**config.mk**
```make
export PLATFORM = sky130hd
export DESIGN_NAME = jdecade_counter
export DESIGN_NICKNAME = d
export VERILOG_FILES = /design/src/rtl/jdc_pkg.sv /design/src/rtl/jdc_legal.sv /design/src/rtl/jdc_ring_next.sv /design/src/rtl/jdecade_counter.sv
export SDC_FILE = /design/constraint.sdc
export NUM_CORES = 1
export LEC_CHECK = 0
export ABC_CLOCK_PERIOD_IN_PS = 1800
export BUFFER_PORTS_ARGS = -buffer_cell sky130_fd_sc_hd__buf_2
export CORE_AREA = 2 2 39 41
export DETAILED_ROUTE_END_ITERATION = 10
export DIE_AREA = 0 0 41 43
export PLACE_DENSITY = 0.48
export SETUP_SLACK_MARGIN = 0.5
export SYNTH_ARGS = -nofsm -noshare
export SYNTH_HDL_FRONTEND = slang
export SYNTH_SLANG_ARGS = --single-unit
```
**constraint.sdc**
```tcl
create_clock -name clk -period 1.8 [get_ports clk]
set_input_delay 0.09 -clock clk [delete_from_list [all_inputs] [get_ports clk]]
set_output_delay 0.09 -clock clk [all_outputs]
set_load 0.01 [all_outputs]
```
**src/rtl/jdc_pkg.sv**
```systemverilog
package jdc_pkg;

    // Number of flops in the twisted ring; the divide ratio follows from it
    parameter int JDC_STAGES = 5;
    localparam int JDC_MODULUS = 2 * JDC_STAGES;
    localparam int JDC_EDGES   = JDC_STAGES - 1;

    typedef logic [JDC_STAGES-1:0] jdc_ring_t;

    typedef struct packed {
        jdc_ring_t ring;
    } jdc_regs_t;

endpackage

```
**src/rtl/jdc_legal.sv**
```systemverilog
// Flags a ring pattern as legal when at most one neighbouring bit pair differs
module jdc_legal #(
    parameter int W = 5
) (
    input  logic [W-1:0] ring_i,
    output logic         legal_o
);
    localparam int NE = W - 1;
    localparam int CW = $clog2(W) + 1;

    logic [NE-1:0] boundary;

    generate
        for (genvar i = 0; i < NE; i++) begin : g_bnd
            assign boundary[i] = ring_i[i] ^ ring_i[i+1];
        end
    endgenerate

    logic [CW-1:0] n_bnd;

    always_comb begin
        n_bnd = '0;
        for (int i = 0; i < NE; i++) begin
            n_bnd = n_bnd + CW'(boundary[i]);
        end
        legal_o = (n_bnd <= CW'(1));
    end

endmodule

```
**src/rtl/jdc_ring_next.sv**
```systemverilog
// Shift step with antilock feedback: an illegal pattern shifts in zeros
module jdc_ring_next #(
    parameter int W = 5
) (
    input  logic [W-1:0] ring_i,
    input  logic         legal_i,
    output logic [W-1:0] next_o
);
    logic feed;

    always_comb begin
        feed   = legal_i ? ~ring_i[W-1] : 1'b0;
        next_o = {ring_i[W-2:0], feed};
    end

endmodule

```
**src/rtl/jdecade_counter.sv**
```systemverilog
module jdecade_counter
    import jdc_pkg::*;
(
    input  logic                  clk,
    input  logic                  rst,
    input  logic                  hold,
    input  logic                  preset_en,
    input  logic [JDC_STAGES-1:0] preset_val,
    output logic                  carry_out,
    output logic [JDC_STAGES-1:0] ring
);
    jdc_regs_t regs_d;
    jdc_regs_t regs_q;

    logic      is_legal;
    jdc_ring_t stepped;

    jdc_legal #(.W(JDC_STAGES)) u_legal (
        .ring_i  (regs_q.ring),
        .legal_o (is_legal)
    );

    jdc_ring_next #(.W(JDC_STAGES)) u_next (
        .ring_i  (regs_q.ring),
        .legal_i (is_legal),
        .next_o  (stepped)
    );

    always_comb begin
        regs_d = regs_q;
        if (preset_en) begin
            regs_d.ring = preset_val;
        end else if (!hold) begin
            regs_d.ring = stepped;
        end
    end

    always_ff @(posedge clk or posedge rst) begin
        if (rst) begin
            regs_q <= '0;
        end else begin
            regs_q <= regs_d;
        end
    end

    assign ring      = regs_q.ring;
    assign carry_out = ~regs_q.ring[JDC_STAGES-1];

endmodule

```
# After elaboration in Yosys (flattened, before gate mapping)
# Index checks and enable logic that the tools add are counted.
dict set report totals {
  latchBits 0
  in_bits 9
  elab_cells 14
  rom_bits 0
  reg_bits 5
  mem_bits_rw 0
  n_memories 0
}
dict set report classes {
  add_sub_neg 3
  n_shift 0
  n_bitwise 5
  n_div 0
  reduce_logical 0
  mux 3
  n_mul 0
  n_lt_le_gt_ge 1
  eq_ne 1
}
# cell count
set op_table {}
lappend op_table {{two-way mux 5 bit} 2}
lappend op_table {{adder 4 x 1 -> 4 bit} 2}
lappend op_table {{<= comparator 4 x 1 -> 1 bit, second input constant} 1}
lappend op_table {{bitwise XOR 1 bit} 4}
lappend op_table {{adder 1 x 1 -> 2 bit} 1}
lappend op_table {{!= test 2 x 1 -> 1 bit, second input constant} 1}
lappend op_table {{two-way mux 1 bit} 1}
lappend op_table {{NOT 1 bit} 1}

# Logic depth before layout (Yosys ltp)
dict set report logic_depth {
  ltp_word 8
  depth_mapped 5
  mapped_depth_nobuf 5
}

# Cells and area by module
# A second synthesis with hierarchy kept.
dict set report hier_totals {
  hier_cells 40
  area_unflattened_um2 385.4
}
# mod area_each_um2 seq_area_each_um2 n_inst cells_each
set by_module_without_submodules {}
lappend by_module_without_submodules {jdecade_counter 242.7 125.1 1 24}
lappend by_module_without_submodules {jdc_legal 91.3 0.0 1 10}
lappend by_module_without_submodules {jdc_ring_next 51.3 0.0 1 6}

# Worst setup path before layout
# No wires, ideal clock.
dict set report synth_timing {
  path_kind {reg2reg}
  start {register regs_q, in the netlist ring[1]}
  end {register regs_q, in the netlist ring[0]}
  path_buffers 0
  arrival_ps 1491
  setup_slack_ps 244
  required_time_ps 1734
  stages_incl_launch_ff 6
  cell_sequence {dfrtp_1 -> xor2_1 -> ha_1 -> ha_1 -> nor4_1 -> a31o_1}
}
dict set report synth_via {
  elab_chain_len 8
  elab_cells_between_ends 9
}
# element line
set synth_rtl {}
lappend synth_rtl {{from (decl)} jdecade_counter.sv:13} ;# jdc_regs_t regs_q;
lappend synth_rtl {{from (signal assigned)} jdecade_counter.sv:42} ;# regs_q <= regs_d;
lappend synth_rtl {{bitwise XOR 1 bit} jdc_legal.sv:15} ;# assign boundary[i] = ring_i[i] ^ ring_i[i+1];
lappend synth_rtl {{adder 1 x 1 -> 2 bit *} jdc_legal.sv:24} ;# n_bnd = n_bnd + CW'(boundary[i]);
lappend synth_rtl {{adder 4 x 1 -> 4 bit * (2 in series)} jdc_legal.sv:24}
lappend synth_rtl {{<= comparator 4 x 1 -> 1 bit *} jdc_legal.sv:26} ;# legal_o = (n_bnd <= CW'(1));
lappend synth_rtl {{two-way mux 1 bit *} jdc_ring_next.sv:12} ;# feed = legal_i ? ~ring_i[W-1] : 1'b0;
lappend synth_rtl {{two-way mux 5 bit *} jdecade_counter.sv:33} ;# end else if (!hold) begin
lappend synth_rtl {{two-way mux 5 bit *} jdecade_counter.sv:31} ;# if (preset_en) begin
# Every way passes the cells marked *; elsewhere a longest branch is shown, timed or not. The select of a mux whose other input is x is not followed.
# A chain may end at the register's enable or synchronous reset.

# Worst setup path after layout
# Same ends and word-level chain as after synthesis.

==> results.yml <==
min_path:
  worst_hold_path.num_cells: 3
  worst_hold_class: "in2reg"
global_route:
  first_global_vias: 256
  globalRouteTotalUtil: 0.0987
  initial_antenna_violation_count: 0
  globalRoute.totalOverflow: 0
  grt_start_max_net_pins: 12
  grt_pass1_wl_mm: 1.09
placement:
  post_dp_cell_area_um2: 392
  post-place-cells: 61
  port_buffers: 14
  pre_cts_setup_slack_ns: 0.262
  gp_routability_congestion: 0.628
  hpwlAfterDp_um: 522
routing:
  number_of_vias_per_cell: 4.28
  post_drt_wl_per_cell_um: 10.3
  met1_length_um: 322
  route.vias.total: 291
  drt_pre_antenna_iters: 3
  detailroute.wirelength.met2_um: 313
  drc_errors: 0
  met3WireLength_um: 64
  dr.max_layer_used: "met3"
  drtAntennaViolNets: 0
  drt_first_iter_violations: 1
  final_routed_wirelength_across_all_metal_layers_um: 699
sta:
  tightest_slew_ns: 0.196
  timing.final.crit_share: 0.841
  finClkSkew_ns: 0.00130
  setup_viol: 0
  timing.final.max_slew_violations: 0
  setup-tns-final_ns: 0
  rsz_0062_raised_after_global_routing: "true"
  report.final.hold_viol_count: 0
  max_clock_freq_mhz: 660
  fin_ws_ns: 0.286
  max_slew_margin: 0.868
  post-route-min-period_ns: 1.51
clock_tree:
  cts_buffer_depth: 2
  clkTransAtPathRegs_ns: 0.05
  clk_root_buffer_cell: "clkbuf_4"
  tritoncts_clock_tree: "done"
  clock_insertion_delay_worst_skew_ns: 0.24
  clock-sinks: 5
  numCtsBuffers: 3
  cts_htree_levels: 1
layout:
  largest_reg_flops: 5
  layout.cell_area.non_filler_um2: 452
  num_antenna_cells: 0
  final_layout_size_suffix_gt1_frac: 0.442
  layoutNonFillerInstCount: 68
  layout.nets: 64
  syn_to_final_growth_pct: 46.2
yosys:
  yosys_warnings: 0
  syn-num-nets: 44
  synth.top_cells.by_area: "dfrtp_1 40%, mux2i_1 13%, xor2_1 11%, nand2_1 8.5%, ha_1 8.1%"
  ys_seq_area_frac: 0.405
  netlist_instances: 33
  post_synth_num_cell_types: 10
  postSynth.topFlopCell: "dfrtp_1"
  post_synth_most_frequent_cells: "7 x nand2_1, 5 x dfrtp_1, 5 x o21ai_0"
  synth_edf_count: 0
  synth_top_cell_area_share: 0.405
  postSynthRegisterBits: 5
  post_synth.cell_area_avg_um2: 9.37
  synth.largest_area_cell: "dfrtp_1"
  synth-async-reset-ratio: 1.00
  syn-cell-area_um2: 309
  yosysMostFrequentCell: "nand2_1"
die:
  area_enclosed_by_the_die_boundary_um2: 1760
  floorplan.die.height_um: 43
  core_area_um2: 1380
  initial_utilization: 0.223
  number_of_rows_created_at_floorplan: 14
  io_pins: 15
  die_width_um: 41
setup_path:
  cp_max_fo: 3
  setup.worst_path.end_class: "register"
  worst-endpoint-arrival_ns: 1.64
  critPathRequiredTime_ns: 1.93
  kind_of_start_point_of_the_critical_path: "register"
  worstRegToRegCells: 5
  critical_path_class: "reg2reg"
power_and_ir_drop:
  combinationalPowerShare: 0.312
  ir_worst_vdd_mv: 0.322
  power.leakage_uw: 0.000237
  power_report.internal_total_uw: 274
  total_switching_power_uw: 124
  seqPwrFrac: 0.357
  power_density_nw_per_um2: 880
  p_clk_frac: 0.330
  switching_share: 0.311
outcome:
  outcome: "finished clean"
flow_run:
  timing.max_cap.violations: 0
layout by cell type, fill, tap and decap left out:
master | synthesis | final
dlygate4sd3_1 | 0 | 1
mux2i_1 | 4 | 4
ha_2 | 0 | 1
inv_1 | 2 | 2
o21ai_0 | 5 | 5
dfrtp_2 | 0 | 2
nand2_1 | 7 | 7
xor2_1 | 4 | 4
buf_4 | 0 | 2
a31o_1 | 1 | 1
buf_2 | 2 | 14
clkbuf_1 | 0 | 1
clkbuf_4 | 0 | 3
ha_1 | 2 | 1
nor4_2 | 0 | 1
dfrtp_1 | 5 | 3
power by group through the flow:
stage          clock network (uW)  logic, uW  registers (uW)
2_1_floorplan                   0       62.7             152
3_3_place_gp                    0        103             147
3_5_place_dp                    0        105             147
4_1_cts                       138        118             142
5_1_grt                       144        145             145
6_report                      131        124             142
per-stage QoR:
| stage | hold WS, ns | utilization | power [uW] |
|---|---|---|---|
| 2_1_floorplan | -0.132 | - | 214 |
| 3_3_place_gp | 0.00508 | 0.283 | 250 |
| 3_5_place_dp | 0.00678 | 0.283 | 253 |
| 4_1_cts | 0.0486 | 0.320 | 399 |
| 5_1_grt | 0.0570 | 0.326 | 434 |
| 6_report | 0.0555 | 0.326 | 398 |
path summary, 6_finish.rpt:
path | end | start | slack [ns]
worst min register to register | ring[4] | ring[4] | 0.64
min in group asynchronous | ring[3] | rst | 0.29
worst max-delay path | ring[0] | ring[1] | 0.29
max in group asynchronous | ring[2] | rst | 1.32
worst min-delay path | ring[4] | preset_val[4] | 0.06
worst max register to register | ring[0] | ring[1] | 0.29
worst max-delay path: stages (launching register included):
cell and delay, ns:
dfrtp_2 0.42, xor2_1 0.17, ha_1 0.28, ha_2 0.31, nand2_1 0.05, a31o_1 0.17
layer usage:
layer	up-vias	GRT usage
met5	-	0
met4	0	0.0800
met3	0	0.0471
met2	11	0.119
met1	132	0.127
li1	148	-
area by class of cell:
type                       count  area, um2
tap                           16       20.0
timing repair buffer          17       95.1
sequential                     5        128
inverter                       2       7.51
fill                         159        932
clock buffer                   4       26.3
multi-input combinational     24        175
kinds of logic (layout without fill, tap and decap cells):
group / count (synthesis) / count (layout) / synth area share
AND/OR/NAND/NOR: 8 / 8 / 0.105
AO/OA/AOI/OAI: 6 / 6 / 0.109
flip-flops: 5 / 5 / 0.405
XOR/XNOR: 4 / 4 / 0.113
multiplexers: 4 / 4 / 0.130
buffers and inverters: 4 / 23 / 0.0567
adder cells (fa/ha/maj): 2 / 2 / 0.0810
what timing repair did:
item	CTS	global route
pin swaps	2	2
endpoints found under the hold margin	5	0
buffers inserted	2	0
gates resized for setup	0	2
endpoints found under the setup margin	1	1
hold buffers	1	0
Note: power is estimated with default switching activity, not from simulation.
